### src/rtl/bus_wait_pkg.sv
package bus_wait_pkg;
  typedef enum logic [1:0] {
    RGN_SFR  = 2'd0,
    RGN_DISP = 2'd1,
    RGN_IMEM = 2'd2,
    RGN_EXT  = 2'd3
  } region_e;

  localparam int REG_AW = 2;
  localparam int REG_DW = 8;
  localparam logic [REG_AW-1:0] ADDR_MODE = 2'd0;
  localparam logic [REG_AW-1:0] ADDR_CSW  = 2'd1;
  localparam logic [REG_AW-1:0] ADDR_PROT = 2'd2;
  localparam int WAIT_BIT = 7;
  localparam int CSW_LSB  = 4;
  localparam int PROT_BIT = 1;

  localparam int LEN_W = 2;
  localparam logic [LEN_W-1:0] LEN_FAST  = 2'd1;
  localparam logic [LEN_W-1:0] LEN_WAIT  = 2'd2;
  localparam logic [LEN_W-1:0] LEN_MUX   = 2'd3;
endpackage

### src/rtl/bus_wait_regs.sv
module bus_wait_regs
  import bus_wait_pkg::*;
#(
  parameter int NUM_CS = 4
) (
  input  logic              clk_i,
  input  logic              rst_ni,
  input  logic              we_i,
  input  logic [REG_AW-1:0] addr_i,
  input  logic [REG_DW-1:0] wdata_i,
  output logic [REG_DW-1:0] rdata_o,
  output logic              wait_o,
  output logic [NUM_CS-1:0] csw_o
);
  logic              wait_q;
  logic              prot_q;
  logic [NUM_CS-1:0] csw_q;
  logic              mode_wr;

  assign mode_wr = we_i && (addr_i == ADDR_MODE) && prot_q;

  always_ff @(posedge clk_i or negedge rst_ni) begin
    if (!rst_ni)      wait_q <= 1'b0;
    else if (mode_wr) wait_q <= wdata_i[WAIT_BIT];
  end

  always_ff @(posedge clk_i or negedge rst_ni) begin
    if (!rst_ni)                              prot_q <= 1'b0;
    else if (we_i && addr_i == ADDR_PROT)     prot_q <= wdata_i[PROT_BIT];
  end

  for (genvar g = 0; g < NUM_CS; g++) begin : g_csw
    always_ff @(posedge clk_i or negedge rst_ni) begin
      if (!rst_ni)                          csw_q[g] <= 1'b0;
      else if (we_i && addr_i == ADDR_CSW)  csw_q[g] <= wdata_i[CSW_LSB+g];
    end
  end

  always_comb begin
    rdata_o = '0;
    unique case (addr_i)
      ADDR_MODE: rdata_o[WAIT_BIT] = wait_q;
      ADDR_CSW:  rdata_o[CSW_LSB +: NUM_CS] = csw_q;
      ADDR_PROT: rdata_o[PROT_BIT] = prot_q;
      default:   rdata_o = '0;
    endcase
  end

  assign wait_o = wait_q;
  assign csw_o  = csw_q;

  a_r6_mode_locked: assert property (@(posedge clk_i) disable iff (!rst_ni)
    (we_i && addr_i == ADDR_MODE && !prot_q) |=> $stable(wait_q));
  a_r6_mode_unlocked: assert property (@(posedge clk_i) disable iff (!rst_ni)
    (we_i && addr_i == ADDR_MODE && prot_q) |=> (wait_q == $past(wdata_i[WAIT_BIT])));
endmodule

### src/rtl/bus_wait_calc.sv
module bus_wait_calc
  import bus_wait_pkg::*;
#(
  parameter int NUM_CS = 4,
  localparam int CS_W = (NUM_CS > 1) ? $clog2(NUM_CS) : 1
) (
  input  logic [1:0]        region_i,
  input  logic [CS_W-1:0]   cs_sel_i,
  input  logic              mux_i,
  input  logic              wait_i,
  input  logic [NUM_CS-1:0] csw_i,
  output logic [LEN_W-1:0]  len_o
);
  region_e rgn;
  logic    cs_fast;

  assign rgn     = region_e'(region_i);
  assign cs_fast = csw_i[cs_sel_i];

  always_comb begin
    unique case (rgn)
      RGN_SFR, RGN_DISP: len_o = LEN_WAIT;
      RGN_IMEM:          len_o = wait_i ? LEN_WAIT : LEN_FAST;
      RGN_EXT: begin
        if (mux_i)                   len_o = LEN_MUX;
        else if (!wait_i && cs_fast) len_o = LEN_FAST;
        else                         len_o = LEN_WAIT;
      end
      default:                       len_o = LEN_WAIT;
    endcase
  end
endmodule

### src/rtl/bus_wait_seq.sv
module bus_wait_seq
  import bus_wait_pkg::*;
(
  input  logic             clk_i,
  input  logic             rst_ni,
  input  logic             req_i,
  input  logic [LEN_W-1:0] len_i,
  input  logic             rdy_i,
  output logic             strb_o,
  output logic             done_o,
  output logic             busy_o
);
  logic             active_q;
  logic             multi_q;
  logic [LEN_W-1:0] cnt_q;
  logic             accept;
  logic             last_cyc;

  assign accept   = !active_q && req_i;
  assign last_cyc = active_q && (cnt_q == LEN_FAST);
  assign done_o   = last_cyc && (rdy_i || !multi_q);
  assign strb_o   = active_q;
  assign busy_o   = active_q;

  always_ff @(posedge clk_i or negedge rst_ni) begin
    if (!rst_ni) begin
      active_q <= 1'b0;
      multi_q  <= 1'b0;
      cnt_q    <= '0;
    end else if (accept) begin
      active_q <= 1'b1;
      multi_q  <= (len_i != LEN_FAST);
      cnt_q    <= len_i;
    end else if (active_q) begin
      if (cnt_q != LEN_FAST) cnt_q    <= cnt_q - 1'b1;
      else if (done_o)       active_q <= 1'b0;
    end
  end

  a_r7_done_needs_rdy: assert property (@(posedge clk_i) disable iff (!rst_ni)
    (done_o && multi_q) |-> rdy_i);
  a_r8_start_needs_req: assert property (@(posedge clk_i) disable iff (!rst_ni)
    $rose(busy_o) |-> $past(req_i));
  a_r8_idle_after_done: assert property (@(posedge clk_i) disable iff (!rst_ni)
    done_o |=> !busy_o);
  a_r9_done_inside: assert property (@(posedge clk_i) disable iff (!rst_ni)
    done_o |-> (busy_o && strb_o));
endmodule

### src/rtl/bus_wait_ctrl.sv
module bus_wait_ctrl
  import bus_wait_pkg::*;
#(
  parameter int NUM_CS = 4,
  localparam int CS_W = (NUM_CS > 1) ? $clog2(NUM_CS) : 1
) (
  input  logic              clk_i,
  input  logic              rst_ni,
  input  logic              req_i,
  input  logic [1:0]        region_i,
  input  logic [CS_W-1:0]   cs_sel_i,
  input  logic              mux_bus_i,
  input  logic              rdy_i,
  input  logic              reg_we_i,
  input  logic [REG_AW-1:0] reg_addr_i,
  input  logic [REG_DW-1:0] reg_wdata_i,
  output logic [REG_DW-1:0] reg_rdata_o,
  output logic              bus_strb_o,
  output logic              done_o,
  output logic              busy_o
);
  logic              wait_bit;
  logic [NUM_CS-1:0] csw;
  logic [LEN_W-1:0]  len;

  bus_wait_regs #(.NUM_CS(NUM_CS)) u_regs (
    .clk_i   (clk_i),
    .rst_ni  (rst_ni),
    .we_i    (reg_we_i),
    .addr_i  (reg_addr_i),
    .wdata_i (reg_wdata_i),
    .rdata_o (reg_rdata_o),
    .wait_o  (wait_bit),
    .csw_o   (csw)
  );

  bus_wait_calc #(.NUM_CS(NUM_CS)) u_calc (
    .region_i (region_i),
    .cs_sel_i (cs_sel_i),
    .mux_i    (mux_bus_i),
    .wait_i   (wait_bit),
    .csw_i    (csw),
    .len_o    (len)
  );

  bus_wait_seq u_seq (
    .clk_i  (clk_i),
    .rst_ni (rst_ni),
    .req_i  (req_i),
    .len_i  (len),
    .rdy_i  (rdy_i),
    .strb_o (bus_strb_o),
    .done_o (done_o),
    .busy_o (busy_o)
  );

  a_r2_fixed_regions: assert property (@(posedge clk_i) disable iff (!rst_ni)
    (req_i && !busy_o && region_i inside {2'd0, 2'd1}) |-> (len == LEN_WAIT));
  a_r5_mux_three: assert property (@(posedge clk_i) disable iff (!rst_ni)
    (req_i && !busy_o && region_i == 2'd3 && mux_bus_i) |-> (len == LEN_MUX));
  a_r3_global_wait: assert property (@(posedge clk_i) disable iff (!rst_ni)
    (req_i && !busy_o && wait_bit) |-> (len != LEN_FAST));
endmodule

### config.mk
export PLATFORM = sky130hd
export DESIGN_NAME = bus_wait_ctrl
export DESIGN_NICKNAME = d
export VERILOG_FILES = /design/src/rtl/bus_wait_pkg.sv /design/src/rtl/bus_wait_regs.sv /design/src/rtl/bus_wait_calc.sv /design/src/rtl/bus_wait_seq.sv /design/src/rtl/bus_wait_ctrl.sv
export SDC_FILE = /design/constraint.sdc
export NUM_CORES = 1
export LEC_CHECK = 0
export ABC_AREA = 1
export BUFFER_PORTS_ARGS = -buffer_cell sky130_fd_sc_hd__buf_2
export CORE_ASPECT_RATIO = 1.1
export CORE_MARGIN = 2
export CORE_UTILIZATION = 43
export CTS_BUF_LIST = sky130_fd_sc_hd__clkbuf_4 sky130_fd_sc_hd__clkbuf_8
export DETAILED_ROUTE_END_ITERATION = 10
export MAX_ROUTING_LAYER = met4
export PLACE_DENSITY = 0.88
export SLEW_MARGIN = 20
export SYNTH_ARGS = -nofsm -noshare
export SYNTH_HDL_FRONTEND = slang
export SYNTH_HIERARCHICAL = 1
export SYNTH_SLANG_ARGS = --single-unit
### constraint.sdc
create_clock -name clk_i -period 1.2 [get_ports clk_i]
set_clock_uncertainty 0.15 [all_clocks]
set_input_delay 0.18 -clock clk_i [delete_from_list [all_inputs] [get_ports clk_i]]
set_output_delay 0.18 -clock clk_i [all_outputs]
set_load 0.02 [all_outputs]
Word-level counts from Yosys, hierarchy flattened:

Index checks and enable logic that the tools add are counted.

* logic and storage cells: 53
* input port bits: 20
* output and inout port bits: 11
* bits in registers: 10

* $add $sub $neg: 1
* reduce and logical (&&, ||, !) cells: 18
* multiplexer cells: 16
* equal/unequal tests: 8
* order comparisons: 1

Operator list (number)
* two-way mux 2 bit: 6
* logical AND 1 bit: 8
* equality test 2 x 1 -> 1 bit (second input constant): 3
* equality test 2 bit (second input constant): 3
* two-way mux 1 bit: 6
* one-hot mux 2 bit (3 select lines): 1
* zero test 2 bit: 2
* inequality test 2 x 1 -> 1 bit (second input constant): 2
* nonzero test 2 bit: 2
* zero test 1 bit: 3
* less-than comparator 2 x 3 -> 1 bit (second input constant): 1
* two-way mux 3 bit: 1
* binary-select mux 1 bit (select 2 bit): 1
* one-hot mux 1 bit (2 select lines): 1
* AND reduction 2 bit: 1
* OR reduction 2 bit: 1
* subtractor 2 x 1 -> 2 bit (second input constant): 1
* logical OR 1 bit: 1

Logic depth before layout (Yosys ltp):

* word-level depth: 7
* mapped depth: 12
* gate-level depth less buffers: 12

By module:

Netlist, hierarchy kept.

Modules (own cells, without submodules)
* bus_wait_regs: cells each 49, times used 1, sequential area each 150.1 µm², area each 354.1 µm²
* bus_wait_seq: cells each 33, times used 1, sequential area each 100.1 µm², area each 242.7 µm²
* bus_wait_calc: cells each 27, times used 1, sequential area each 0.0 µm², area each 108.9 µm²

Worst setup path after synthesis:

Ideal clock, no wire load.

* path kind: register to register
* from: reg u_seq.cnt_q[1]
* to: reg u_seq.active_q (netlist: u_seq/busy_o)
* stages on the path, launching flop included: 6
* period minus slack after synthesis: 1.326 ns
* arrival: 1.036 ns
* slack: -0.126 ns
* buffers on the path: 0
* setup time: 0.139 ns
* required time: 0.911 ns
* cells stage by stage: dfrtp_1 > inv_1 > ha_1 > nand2_1 > nor2_1 > o21ai_0

* longest elaborated chain between the ends: 7
* elaborated cells on any way between the ends: 8
* those cells by class: eq/ne: 2; mux: 4; reduce/logical: 2

RTL lines
* start: declaration: line bus_wait_seq.sv:15 `logic [LEN_W-1:0] cnt_q;`
* start signal: assignment: line bus_wait_seq.sv:33 `cnt_q <= len_i;`
* start signal: assignment: line bus_wait_seq.sv:35 `if (cnt_q != LEN_FAST) cnt_q <= cnt_q - 1'b1;`
* equality test 2 x 1 -> 1 bit: line bus_wait_seq.sv:20 `assign last_cyc = active_q && (cnt_q == LEN_FAST);`
* logical AND 1 bit: line bus_wait_seq.sv:20
* logical AND 1 bit: line bus_wait_seq.sv:21 `assign done_o = last_cyc && (rdy_i || !multi_q);`
* named net done_o: line bus_wait_ctrl.sv:19 `output logic done_o,`
* two-way mux 1 bit: line bus_wait_seq.sv:36 `else if (done_o) active_q <= 1'b0;`
* two-way mux 1 bit: line bus_wait_seq.sv:35
* two-way mux 1 bit: line bus_wait_seq.sv:34 `end else if (active_q) begin`
* two-way mux 1 bit: line bus_wait_seq.sv:30 `end else if (accept) begin`
* end signal: assignment: line bus_wait_seq.sv:27 `active_q <= 1'b0;`
* end signal: assignment: line bus_wait_seq.sv:31 `active_q <= 1'b1;`
* end signal: assignment: line bus_wait_seq.sv:36
* end: declaration: line bus_wait_seq.sv:13 `logic active_q;`

The timed path passes the listed nets, and every way through them passes these cells.
A chain may end at the register's enable or synchronous reset.

Worst setup path after layout:

* from: reg u_seq.cnt_q[1]
* to: out done_o

* longest elaborated chain between the ends: 3

RTL lines (line)
* equality test 2 x 1 -> 1 bit: bus_wait_seq.sv:20
* logical AND 1 bit: bus_wait_seq.sv:20
* logical AND 1 bit: bus_wait_seq.sv:21
* end: declaration: bus_wait_ctrl.sv:19

No other way between the ends.

==> metrics.yaml <==
placed_design:
  gp_congestion: 0.743
  dp_hpwl_um: 1140
  dp_worst_setup_slack_ns: -0.151
  numPlacedInstances: 153
  portBuffers: 24
layout:
  multi_input_area_um2: 385
  fin_cells: 166
  nets: 171
  seq_area_um2: 251
  fillerInstances: 114
  synthToLayoutAreaGrowth_pct: 54.1
  drive_gt1_share_pct: 44.3
  antenna_cells: 0
sta:
  finalCriticalPeriod_ns: 1.48
  hold_viol_final: 0
  fmax_mhz: 675
  rsz0062_at_grt: "true"
  setup_slack_ns: -0.282
  slew_viol_final: 0
  setup_viol: 11
  fin_crit_sh_pct: 123
global_route:
  grt_pass1_vias: 699
  overflow: 0
  grt_util_all_layers_pct: 19.9
  grt_pass1_wl_um: 2920
  antenna_found_initial: 0
  grt_max_degree: 11
min_path:
  hold_depth: 3
  whs_endpoint: "u_regs/wait_o$_DFFE_PN0P_"
  hold_class: "input port to flip-flop"
  worstHoldStart: "reg_wdata_i[7]"
critical_path:
  r2r_end: "u_seq/cnt_q[1]$_DFFE_PN0P_"
  cp_slowest_cell: "dfrtp_1"
  critPathRequiredTime_ns: 0.87
  r2r_slack_ns: -0.21
  worstReg2RegStart: "u_regs/csw_o[2]$_DFFE_PN0P_"
  critPathKind: "flip-flop to primary output"
  arrival_ns: 1.15
  endpoint_kind: "primary output"
  path_delay_family: "flip-flops"
  crit_fanout: 2
  start_kind: "flip-flop"
  crit_chain: "inv_1 -> ha_2 -> nand2_2 -> nor2_4 -> buf_6"
  r2r_cells: 11
  critPathBufInv: 2
  max_stage_delay_ns: 0.38
power_and_ir_drop:
  leakage_uw: 0.000635
  ir_drop_mv: 1.04
  p_switching_uw: 681
  p_per_area_nw_per_um2: 1590
  swShare_pct: 39.4
  power.internal_uw: 1050
  power_uw: 1730
  p_seq_share_pct: 29.8
  power.share.clock_pct: 17.6
  p_comb_share_pct: 52.6
cts:
  clock_sinks: 10
  htree_levels: 1
  clock_path_buffers: 2
  clk_latency_ns: 0.26
  clk_pin_slew_ns: 0.07
  cts_tree: "built"
  cts-root-buf: "clkbuf_4"
  cts_buffers: 3
route:
  drt-wirelength-per-cell_um: 10.8
  drt_iter0_drc: 26
  route.met3.wl_um: 63
  routed.top_layer: "met4"
  drc: 0
  via_per_inst: 4.72
  dr.pass1.iters: 4
  ant_nets: 0
  num_vias: 783
  route.met2.wl_um: 883
  routed_wirelength_um: 1800
  wl_met1_um: 847
synthesis:
  synth_warnings: 6
  mappedNetlistArea_um2: 706
  ys_ff_latch: 10
  syn_avg_cell_area_um2: 6.47
  yosysSeqAreaShare_pct: 35.5
  yosysUniqueCellTypes: 19
  syn_inst: 109
floorplan:
  dieHeight_um: 46.5
  initial_core_util_pct: 45.3
  die_width_um: 42.6
  dieArea_um2: 1980
  rows: 15
  coreArea_um2: 1560
  num_io_pins: 31
job:
  maxCapViolations: 0
run_status:
  violations: "negative setup slack"
  outcome: "complete, but fails checks"
==> how the worst max path moves through the flow <==
| stage | cells after the start | startpoint | to |
|---|---|---|---|
| CTS | 5 | u_seq/cnt_q[1]$_DFFE_PN0P_ | done_o |
| global route | 5 | u_seq/cnt_q[1]$_DFFE_PN0P_ | done_o |
| global placement | 11 | u_regs/csw_o[2]$_DFFE_PN0P_ | u_seq/cnt_q[1]$_DFFE_PN0P_ |
| floorplan | 12 | u_regs/csw_o[1]$_DFFE_PN0P_ | u_seq/cnt_q[0]$_DFFE_PN0P_ |
| finish | 5 | u_seq/cnt_q[1]$_DFFE_PN0P_ | done_o |
| detailed placement | 12 | u_regs/csw_o[2]$_DFFE_PN0P_ | u_seq/cnt_q[0]$_DFFE_PN0P_ |
==> layer usage <==
layer  track usage [%]  up-vias
met4              6.88        0
li1                  -      401
met5                 -        -
met1              25.0      359
met3              2.75        2
met2              33.0       21
==> power by group through the flow <==
stage                     Combinational (uW)  Clock [uW]  Sequential (uW)
final                                    909         304              515
after global routing                     999         335              525
after CTS                                850         311              509
after detailed placement                 678           0              515
after global placement                   650           0              508
after floorplan                          457           0              527
==> layout by cell type (no fill, tap or decap), types with 3 or more instances in the layout <==
cell type      instances
buf_2                 18
buf_4                  8
buf_6                 10
clkbuf_4               3
conb_1                 3
dfrtp_1                9
dlygate4sd3_1          3
inv_1                 18
inv_2                  7
nand2_1               31
nand2_2                7
nand3_1               11
nand3_2                3
nor2_1                 4
nor2_4                 3
==> cell families after synthesis <==
group / synth area share, %
other: 0.531
adders and majority gates: 1.77
DFF: 35.5
and+or+nand+nor: 40.2
AOI/OAI and AO/OA: 2.84
buffers and inverters: 19.1
==> worst min-delay path: cells and delay by family <==
kind                   cells  cell delay, ns
buffers and inverters      1            0.09
AND/OR/NAND/NOR            2            0.13
==> through the flow <==
stage                     util [%]  area (um^2)  hold slack (ns)  setup TNS (ns)
after floorplan                  -          721           -0.266          -0.135
after CTS                     67.1         1050         0.000805           -1.36
after global routing          69.8         1090           0.0201           -1.96
after global placement        55.8          870           -0.103          -0.300
after detailed placement      55.8          870           -0.102          -0.439
final                         69.8         1090           0.0252           -1.40
==> cell usage after synthesis <==
master    instances  area [um^2]
inv_1            23         86.3
o21a_1            1         7.51
nand3_1          13         65.1
and3_2            1         7.51
nand4_1           1         6.26
nor3_1            1         5.00
ha_1              1         12.5
nand2_1          37          139
inv_2             3         11.3
nor2_4            1         11.3
dfrtp_1          10          250
nor2_1            6         22.5
nand2_4           1         11.3
nand2_2           1         6.26
o21bai_1          1         7.51
o21ai_0           1         5.00
nand3_2           1         10.0
buf_4             5         37.5
conb_1            1         3.75
==> repair_timing <==
action | CTS | global route
endpoints found under the setup margin | 11 | 11
pin swaps | 10 | 9
hold endpoints to repair | 12 | 0
resized for setup | 25 | 14
hold buffers | 3 | 0
buffers inserted | 5 | 3
==> layout make-up <==
| class | instances | share of cell area (%) |
|---|---|---|
| Multi-Input combinational cell | 70 | 35.4 |
| Timing Repair Buffer | 39 | 26.9 |
| Sequential cell | 10 | 23.1 |
| Inverter | 26 | 9.21 |
| Clock buffer | 4 | 3.34 |
| Tap cell | 17 | 1.96 |
==> state kept, by name, summed over array words and instances, names as in the netlist <==
signal	count
u_seq/busy_o	1
u_seq/multi_q	1
u_regs/wait_o	1
u_regs/prot_q	1
u_regs/csw_o	4
u_seq/cnt_q	2
Note: power is estimated with default switching activity, not from simulation.
